### src/rtl/img_loader_pkg.sv
// Shared definitions for the raster image loader.
package img_loader_pkg;
    // Identification word expected at the head of each file.
    localparam logic [31:0] FILE_TAG = 32'hDEAD1337;

    // Top-level sequencing states.
    typedef enum logic [2:0] {
        LD_HDR,    // collecting the 12 header bytes
        LD_SETUP,  // computing the base address of the bottom row
        LD_PIX,    // streaming pixel bytes to memory
        LD_DONE,   // single-cycle completion pulse
        LD_DRAIN   // header fault: swallow input until reset
    } ld_state_t;
endpackage

### src/rtl/img_hdr_parse.sv
// Header parser. It counts the 12 header bytes and checks the identification
// word after byte 4. It captures the width after byte 8 and validates both
// dimensions after byte 12.
// Assumes: take is high only for bytes accepted while the header is being read.
module img_hdr_parse #(
    parameter int MAX_W = 640,
    parameter int MAX_H = 480,
    localparam int WW = $clog2(MAX_W + 1),
    localparam int HW = $clog2(MAX_H + 1)
) (
    input  logic          clk,
    input  logic          rst_n,
    input  logic          take,
    input  logic [7:0]    data,
    output logic          hdr_ok,
    output logic          hdr_bad,
    output logic [WW-1:0] width_o,
    output logic [HW-1:0] height_o
);
    import img_loader_pkg::*;

    logic [3:0]  idx_q;
    logic [23:0] shift_q;
    logic [31:0] width_q;
    logic [31:0] field;
    logic        dims_good;
    logic        tag_bad;

    assign field     = {shift_q, data};
    assign tag_bad   = take && (idx_q == 4'd3) && (field != FILE_TAG);
    assign dims_good = (width_q != 32'd0) && (width_q <= 32'(MAX_W)) &&
                       (field != 32'd0) && (field <= 32'(MAX_H));
    assign hdr_ok    = take && (idx_q == 4'd11) && dims_good;
    assign hdr_bad   = tag_bad || (take && (idx_q == 4'd11) && !dims_good);
    assign width_o   = width_q[WW-1:0];
    assign height_o  = field[HW-1:0];

    // Byte index within the header; it restarts after each verdict.
    always_ff @(posedge clk) begin
        if (!rst_n) begin
            idx_q <= '0;
        end else if (hdr_ok || hdr_bad) begin
            idx_q <= '0;
        end else if (take) begin
            idx_q <= idx_q + 4'd1;
        end
    end

    // Assembles bytes most significant first and keeps the width field.
    always_ff @(posedge clk) begin
        if (!rst_n) begin
            shift_q <= '0;
            width_q <= '0;
        end else if (take) begin
            shift_q <= field[23:0];
            if (idx_q == 4'd7) begin
                width_q <= field;
            end
        end
    end
endmodule

### src/rtl/img_addr_gen.sv
// Destination address generator. On start it forms (height-1)*width by
// shift-and-add over HW cycles with busy high. Each step then advances one
// column. At the end of a row it moves the row base up by one width.
// Assumes: 1 <= width <= MAX_W and 1 <= height <= MAX_H at start.
module img_addr_gen #(
    parameter int WW = 10,
    parameter int HW = 9,
    parameter int AW = 19
) (
    input  logic          clk,
    input  logic          rst_n,
    input  logic          start,
    input  logic [WW-1:0] w_in,
    input  logic [HW-1:0] h_in,
    input  logic          step,
    output logic          busy,
    output logic [AW-1:0] addr,
    output logic          last
);
    localparam int CW = $clog2(HW + 1);

    logic [WW-1:0] w_q;
    logic [WW-1:0] col_q;
    logic [AW-1:0] base_q;
    logic [AW-1:0] mcand_q;
    logic [HW-1:0] mplier_q;
    logic [AW-1:0] acc_q;
    logic [AW-1:0] acc_next;
    logic [CW-1:0] iter_q;
    logic          row_end;

    assign acc_next = acc_q + (mplier_q[0] ? mcand_q : '0);
    assign row_end  = (col_q == w_q - 1'b1);
    assign last     = !busy && row_end && (base_q == '0);

    // Bottom-row base multiply, then column and row stepping.
    always_ff @(posedge clk) begin
        if (!rst_n) begin
            w_q      <= '0;
            col_q    <= '0;
            base_q   <= '0;
            mcand_q  <= '0;
            mplier_q <= '0;
            acc_q    <= '0;
            iter_q   <= '0;
            busy     <= 1'b0;
            addr     <= '0;
        end else if (start) begin
            w_q      <= w_in;
            col_q    <= '0;
            mcand_q  <= AW'(w_in);
            mplier_q <= h_in - 1'b1;
            acc_q    <= '0;
            iter_q   <= CW'(HW);
            busy     <= 1'b1;
        end else if (busy) begin
            acc_q    <= acc_next;
            mcand_q  <= mcand_q << 1;
            mplier_q <= mplier_q >> 1;
            iter_q   <= iter_q - 1'b1;
            if (iter_q == CW'(1)) begin
                busy   <= 1'b0;
                base_q <= acc_next;
                addr   <= acc_next;
            end
        end else if (step) begin
            if (row_end) begin
                col_q  <= '0;
                base_q <= base_q - AW'(w_q);
                addr   <= base_q - AW'(w_q);
            end else begin
                col_q  <= col_q + 1'b1;
                addr   <= addr + 1'b1;
            end
        end
    end
endmodule

### src/rtl/img_loader.sv
// Top level of the raster image loader. It sequences header parsing, base
// address setup, pixel writes and completion. The memory write port is a
// direct pass-through of the stream byte, qualified by the pixel state.
// Assumes: memory takes a write in a cycle with mem_we high and mem_stall low.
module img_loader #(
    parameter int MAX_W = 640,
    parameter int MAX_H = 480,
    localparam int WW = $clog2(MAX_W + 1),
    localparam int HW = $clog2(MAX_H + 1),
    localparam int AW = $clog2(MAX_W * MAX_H)
) (
    input  logic          clk,
    input  logic          rst_n,
    input  logic          s_valid,
    input  logic [7:0]    s_data,
    output logic          s_ready,
    output logic          mem_we,
    output logic [AW-1:0] mem_addr,
    output logic [7:0]    mem_data,
    input  logic          mem_stall,
    output logic          done,
    output logic          error
);
    import img_loader_pkg::*;

    ld_state_t     state_q;
    logic          take_hdr;
    logic          hdr_ok;
    logic          hdr_bad;
    logic [WW-1:0] width_w;
    logic [HW-1:0] height_w;
    logic          gen_busy;
    logic          gen_last;
    logic          pix_wr;

    assign take_hdr = (state_q == LD_HDR) && s_valid;
    assign mem_we   = (state_q == LD_PIX) && s_valid;
    assign pix_wr   = mem_we && !mem_stall;
    assign mem_data = s_data;
    assign done     = (state_q == LD_DONE);

    // Stream ready per state; pixel bytes wait for the memory.
    always_comb begin
        case (state_q)
            LD_HDR:   s_ready = 1'b1;
            LD_PIX:   s_ready = !mem_stall;
            LD_DRAIN: s_ready = 1'b1;
            default:  s_ready = 1'b0;
        endcase
    end

    img_hdr_parse #(.MAX_W(MAX_W), .MAX_H(MAX_H)) u_hdr (
        .clk      (clk),
        .rst_n    (rst_n),
        .take     (take_hdr),
        .data     (s_data),
        .hdr_ok   (hdr_ok),
        .hdr_bad  (hdr_bad),
        .width_o  (width_w),
        .height_o (height_w)
    );

    img_addr_gen #(.WW(WW), .HW(HW), .AW(AW)) u_addr (
        .clk   (clk),
        .rst_n (rst_n),
        .start (hdr_ok),
        .w_in  (width_w),
        .h_in  (height_w),
        .step  (pix_wr),
        .busy  (gen_busy),
        .addr  (mem_addr),
        .last  (gen_last)
    );

    // Main sequencer.
    always_ff @(posedge clk) begin
        if (!rst_n) begin
            state_q <= LD_HDR;
        end else begin
            case (state_q)
                LD_HDR: begin
                    if (hdr_bad)     state_q <= LD_DRAIN;
                    else if (hdr_ok) state_q <= LD_SETUP;
                end
                LD_SETUP: if (!gen_busy) state_q <= LD_PIX;
                LD_PIX:   if (pix_wr && gen_last) state_q <= LD_DONE;
                LD_DONE:  state_q <= LD_HDR;
                default:  state_q <= LD_DRAIN;
            endcase
        end
    end

    // Sticky fault flag.
    always_ff @(posedge clk) begin
        if (!rst_n)       error <= 1'b0;
        else if (hdr_bad) error <= 1'b1;
    end
endmodule

### config.mk
export PLATFORM = sky130hd
export DESIGN_NAME = img_loader
export DESIGN_NICKNAME = d
export VERILOG_FILES = /design/src/rtl/img_loader_pkg.sv /design/src/rtl/img_hdr_parse.sv /design/src/rtl/img_addr_gen.sv /design/src/rtl/img_loader.sv
export SDC_FILE = /design/constraint.sdc
export NUM_CORES = 1
export LEC_CHECK = 0
export ABC_CLOCK_PERIOD_IN_PS = 6000
export BUFFER_PORTS_ARGS = -buffer_cell sky130_fd_sc_hd__buf_2
export CAP_MARGIN = 20
export CORE_MARGIN = 3
export CORE_UTILIZATION = 30
export DETAILED_ROUTE_END_ITERATION = 12
export GPL_ROUTABILITY_DRIVEN = 0
export PLACE_DENSITY = 0.43
export SYNTH_ARGS = -nofsm -noshare
export SYNTH_HDL_FRONTEND = slang
export SYNTH_SLANG_ARGS = --single-unit
### constraint.sdc
create_clock -name clk -period 6 [get_ports clk]
set_input_delay 1.2 -clock clk [delete_from_list [all_inputs] [get_ports clk]]
set_output_delay 1.2 -clock clk [all_outputs]
set_load 0.02 [all_outputs]
* Word level (Yosys, flattened, before mapping)
Cells that the tools add are included.
Operators by class: add/subtract/negate cells 8, magnitude comparators 2, equality and inequality tests 14, multiplexer cells 24, bitwise gates (word level) 3, reduce and logical (&&, ||, !) cells 34
Operators with widths (count):
- $mux W19 | 8
- $reduce_bool A32 Y1 | 2
- $le A32 B10 Y1 const B | 1
- $le A32 B9 Y1 const B | 1
- $ne A32 B32 Y1 const B | 1
- $mux W10 | 3
- $add A19 B1 Y19 const B | 1
- $add A19 B19 Y19 | 1
- $logic_not A19 Y1 | 1
- $sub A19 B10 Y19 | 1
- $mux W9 | 2
- $logic_and A1 B1 Y1 | 14
- $mux W3 | 4
- $pmux W3 S4 | 1
- $add A10 B1 Y10 const B | 1
- $eq A10 B10 Y1 | 1
- $sub A10 B1 Y10 const B | 1
- $sub A9 B1 Y9 const B | 1
- $mux W4 | 2
- $eq A3 B2 Y1 const B | 2
- $reduce_and A3 Y1 | 2
- $reduce_bool A2 Y1 | 3
- $reduce_or A2 Y1 | 3
- $add A4 B1 Y4 const B | 1
- 18 further kinds | 27
Word-level totals: flip-flop bits (word level) 174, bits of input ports 12, output and inout bits 31, word-level logic and storage cells 101

* Logic depth before layout (Yosys ltp)
word-level depth 9, mapped depth 13, depth with buffers taken out 11

* By module
Synthesis repeated with hierarchy kept, for this count alone.
Second synthesis, totals: cells, all modules 1232, area, all modules 10087.2 um2
By module, submodules not included:
- img_addr_gen | instances 1, cells each 907, area an instance 7282.0 um2, seq. area each 2202.1 um2
- img_hdr_parse | instances 1, cells each 294, area an instance 2514.9 um2, seq. area each 1201.2 um2
- img_loader | instances 1, cells each 31, area an instance 290.3 um2, seq. area each 80.1 um2

* Worst setup path after synthesis
Ideal clock, no wire load.
path type input to register, from in s_data[0], to reg u_addr.addr[11], setup time 0.103 ns, arrival time 3.283 ns, data required time 5.897 ns, setup slack 2.613 ns, stages on the path 11, path buffers 1, cells stage by stage inv_1 ha_1 or4b_4 nor3b_1 a311oi_2 nand4_1 o21a_1 buf_2 a21oi_1 nor2_1 a2111oi_2
Between the ends: word-level cells in the longest chain between the ends 6, elaborated cells between the ends (all ways) 7, those cells by class order compare (1); bitwise (1); reduce/logical (5)
RTL lines:
- from (decl) | line img_loader.sv:15 | input logic [7:0] s_data,
- parallel branches: the longest is 2 deep, another holds $le A32 B9 Y1
- $logic_and A1 B1 Y1 (*) | line img_hdr_parse.sv:32 | (field != 32'd0) && (field <= 32'(MAX_H));
- $logic_and A1 B1 Y1 (*) | line img_hdr_parse.sv:33 | assign hdr_ok = take && (idx_q == 4'd11) && dims_good;
- $not A1 Y1 (no line) (*)
- $reduce_and A3 Y1 (no line) (*)
- to (signal assigned) | line img_addr_gen.sv:64 | addr <= acc_next;
- to (signal assigned) | line img_addr_gen.sv:70 | addr <= base_q - AW'(w_q);
- to (signal assigned) | line img_addr_gen.sv:73 | addr <= addr + 1'b1;
- to (decl) | line img_addr_gen.sv:17 | output logic [AW-1:0] addr,
Mark *: on every way between the ends. A chain may end at the register's enable or synchronous reset.

* Worst setup path in the final report
from reg u_addr.mplier_q[0], to reg u_addr.addr[16]
Between the ends: word-level cells in the longest chain between the ends 4
RTL lines:
- from (decl) | line img_addr_gen.sv:26 | logic [HW-1:0] mplier_q;
- from (signal assigned) | line img_addr_gen.sv:52 | mplier_q <= h_in - 1'b1;
- from (signal assigned) | line img_addr_gen.sv:59 | mplier_q <= mplier_q >> 1;
- $mux W19 | line img_addr_gen.sv:32 | assign acc_next = acc_q + (mplier_q[0] ? mcand_q : '0);
- $add A19 B19 Y19 | line img_addr_gen.sv:32
- $mux W19 | line img_addr_gen.sv:61 | if (iter_q == CW'(1)) begin
- $mux W19 | line img_addr_gen.sv:56 | end else if (busy) begin
Every way passes these cells. The select of a mux whose other input is x is not followed.

==> out/results.tsv <==
stage	metric	value	unit
run_status	result_of_the_run	completed	
grt	grt.overflow.total	0	
clocking	clock_path_buffers	2	
clocking	numCtsBuffers	17	
logic_synthesis	synth_ff_type	dfxtp_1	
critical_path	rr_startpoint	u_addr.mplier_q[0]$_SDFFE_PN0P_	
sta	report.final.slew_viol_count	0	
clocking	cts_setup_buffers	0	
critical_path	crit_path_end_kind	flop	
grt	groute.usage.overall	0.175	
layout	diodes	0	
clocking	number_of_hold_buffers_added_after_cts	0	
placed_design	place_hpwl	20900	µm
sta	maxSlewHeadroom	0.284	
worst_hold_path	whs_path_depth	2	
clocking	clk_root_buffer_cell	clkbuf_16	
critical_path	timing.reg2reg.setup_slack	2.05	ns
critical_path	crit_path_max_fanout	20	
route	dr_wl_cell	18.3	µm
critical_path	timing.rr.end	u_addr.addr[16]$_SDFFE_PN0P_	
layout	share_of_cells_above_drive_strength_1	0.0985	
route	postRouteWirelength	29500	µm
logic_synthesis	netlist_area	0.00946	mm²
floorplan	total_die_area	0.0337	mm²
logic_synthesis	yosys_register_bits	174	
sta	finalHoldViolations	0	
clocking	post_cts.resized_instances	0	
grt	grt_antenna_before_repair	0	
layout	layout.nets	1255	
critical_path	cp-endpoint	u_addr.addr[16]$_SDFFE_PN0P_	
placed_design	numPlacedInstances	1581	
sta	worst-slew-pin-transition	1.07	ns
critical_path	setup.worst_path.start_class	flop	
layout	final_design_area_no_fill	0.0105	mm²
floorplan	start_util	0.307	
sta	fin_tns_setup	0	ns
logic_synthesis	number_of_enable_flip_flop_cells_after_synthesis	0	
logic_synthesis	synth_seq_area_share	0.368	
power_and_ir_drop	power.static_leakage	0.00387	µW
critical_path	cp.arrival	4.28	ns
worst_hold_path	hold_start	error$_SDFFE_PN0P_	
logic_synthesis	number_of_different_library_cells_in_the_post_synthesis_netlist	71	
grt	grt_pass1_wl	46600	µm
route	drt-initial-drc-count	482	
route	route.antenna.remaining_nets	0	
power_and_ir_drop	p_per_area	225	mW/mm²
route	routed-via-count	8480	
layout	fillers	3286	
sta	final-setup-viol-count	0	
logic_synthesis	synth_cells	1207	
clocking	insertion_delay_of_the_later_clocked_pin_in_the_worst_skew_pair	0.44	ns
flow_run	maxCapViolCount	0	
grt	globalRoute.busiestLayer	met2	
grt	maximum_number_of_pins_on_one_net_before_global_route_repair	63	
clocking	clock_sink_count	174	
clocking	cts_tree	yes	
logic_synthesis	syn_nets	1257	
clocking	clkSlewWorstSetupHoldPaths	0.08	ns
floorplan	die_h	184	µm
sta	timing.fmax	0.253	GHz
sta	layout_min_cycle_time	3.95	ns
floorplan	die-width	184	µm
route	vias_per_cell	5.25	
floorplan	num_rows	64	
floorplan	ioPinCount	43	
logic_synthesis	async_flop_share	0	
logic_synthesis	yosys_warnings	0	
layout	final_common_cell	nand2_1	
layout	fin_cells	1614	
critical_path	criticalPathCategory	reg2reg	
placed_design	input_output_buffers	42	
route	dr.pass1.iters	5	
power_and_ir_drop	power.ir.vdd_worst	0.184	mV
power_and_ir_drop	totalPowerFinal	2370	µW
grt	via_count_of_the_first_global_routing_pass	8111	
critical_path	worst_r2r_path_depth	11	
grt	globalRouteMet1Util	0.242	
sta	worst_clock_skew	0.0173	ns
grt	met2_usage	0.286	
sta	grt_setup_unrepaired	no	
layout	layout.cells.most_common_list	nand2_1, dfxtp_1, a21oi_1	
sta	final_worst_path_period_share	0.659	
layout	synthToLayoutAreaGrowth	11.3	%
clocking	htreeDepth	4	
grt	groute.layer.met3.usage	0.0267	
critical_path	critical_path_required	6.33	ns
placed_design	placed_cell_area	0.00995	mm²
worst_hold_path	hold_path.class	reg2reg	
logic_synthesis	synth_area_per_cell	7.84	µm²
floorplan	floorplan.core_area	0.0308	mm²
critical_path	launching_instance_or_port_of_the_critical_path	u_addr.mplier_q[0]$_SDFFE_PN0P_	
route	drc	0	
==> cell usage after synthesis, types with 11 or more instances <==
| cell | count | area, µm² |
|---|---|---|
| a211oi_1 | 26 | 195 |
| a21o_1 | 13 | 97.6 |
| a21oi_1 | 144 | 721 |
| and2_1 | 19 | 119 |
| and3_1 | 14 | 87.6 |
| buf_2 | 13 | 65.1 |
| clkbuf_1 | 49 | 184 |
| dfxtp_1 | 174 | 3480 |
| ha_1 | 36 | 450 |
| inv_1 | 30 | 113 |
| mux2i_1 | 28 | 280 |
| nand2_1 | 199 | 747 |
| nand3_1 | 23 | 115 |
| nand4_1 | 15 | 93.8 |
| nor2_1 | 120 | 450 |
| nor3_1 | 27 | 135 |
| nor4_1 | 19 | 119 |
| o21a_1 | 11 | 82.6 |
| o21ai_0 | 39 | 195 |
| xnor2_1 | 32 | 280 |
| xor2_1 | 25 | 219 |
==> logic make-up (layout without fill, tap and decap cells) <==
group,count (synthesis),count (layout),share of synthesized area
multiplexers,29,29,0.0308
AO/OA/AOI/OAI,312,312,0.208
AND/OR/NAND/NOR,489,489,0.241
flip-flops,174,174,0.368
buffers and inverters,108,119,0.0477
XOR/XNOR,57,57,0.0528
adder cells (fa/ha/maj),38,38,0.0518
==> metrics by stage <==
stage | util | worst slack [ns] | hold WS, ns
floorplan | - | 2.61 | 0.436
CTS | 0.341 | 1.99 | 0.455
global placement | 0.323 | 1.79 | 0.434
global route | 0.342 | 1.64 | 0.472
detailed placement | 0.323 | 1.68 | 0.442
finish | 0.342 | 2.05 | 0.449
==> power breakdown <==
part	switching, µW	internal, µW	total, µW
combinational	57.8	22.3	80.1
sequential	9.79	1160	1170
clock	527	595	1120
total	595	1780	2370
==> flip-flops by register name (all words and copies together) (netlist names), 3 cells and up <==
signal,cells
u_hdr.shift_q,24
u_addr.w_q,10
u_addr.col_q,10
u_addr.mplier_q,9
u_addr.addr,19
u_hdr.idx_q,4
u_addr.base_q,19
u_addr.mcand_q,19
u_hdr.width_q,32
u_addr.acc_q,19
state_q,3
u_addr.iter_q,4
==> worst max-delay path, cell delays in order, from the launching register on <==
cell and delay [ns]:
dfxtp_1 0.73, and2_1 0.22, ha_1 0.20, fa_1 0.25
a211oi_1 0.09, o21ai_0 0.53, o211ai_1 0.27, a21oi_1 0.27
nor3_1 0.07, or4b_2 0.77, o31a_1 0.32, a2bb2oi_1 0.12
==> how the worst min path moves through the flow <==
stage	end	slack (ns)
2_1_floorplan	u_hdr.width_q[29]$_SDFFE_PN0P_	0.44
3_3_place_gp	error$_SDFFE_PN0P_	0.43
3_5_place_dp	error$_SDFFE_PN0P_	0.44
4_1_cts	error$_SDFFE_PN0P_	0.45
5_1_grt	error$_SDFFE_PN0P_	0.47
6_report	error$_SDFFE_PN0P_	0.45
==> per-layer routing <==
metal / share of wire / wire length [µm]
met5: 0 / 0
met4: 0.014 / 405
met3: 0.026 / 764
met2: 0.47 / 13800
met1: 0.49 / 14600
==> final cells by class <==
cell class,instances,area [µm²],share of cell area
sequential,174,3490,0.331
inverter,30,113,0.0107
tap,396,495,0.0470
timing repair buffer,57,330,0.0314
clock inverter,12,124,0.0118
multi-input combinational,925,5540,0.526
clock buffer,20,447,0.0424
Power figures use the tool's default switching activity.
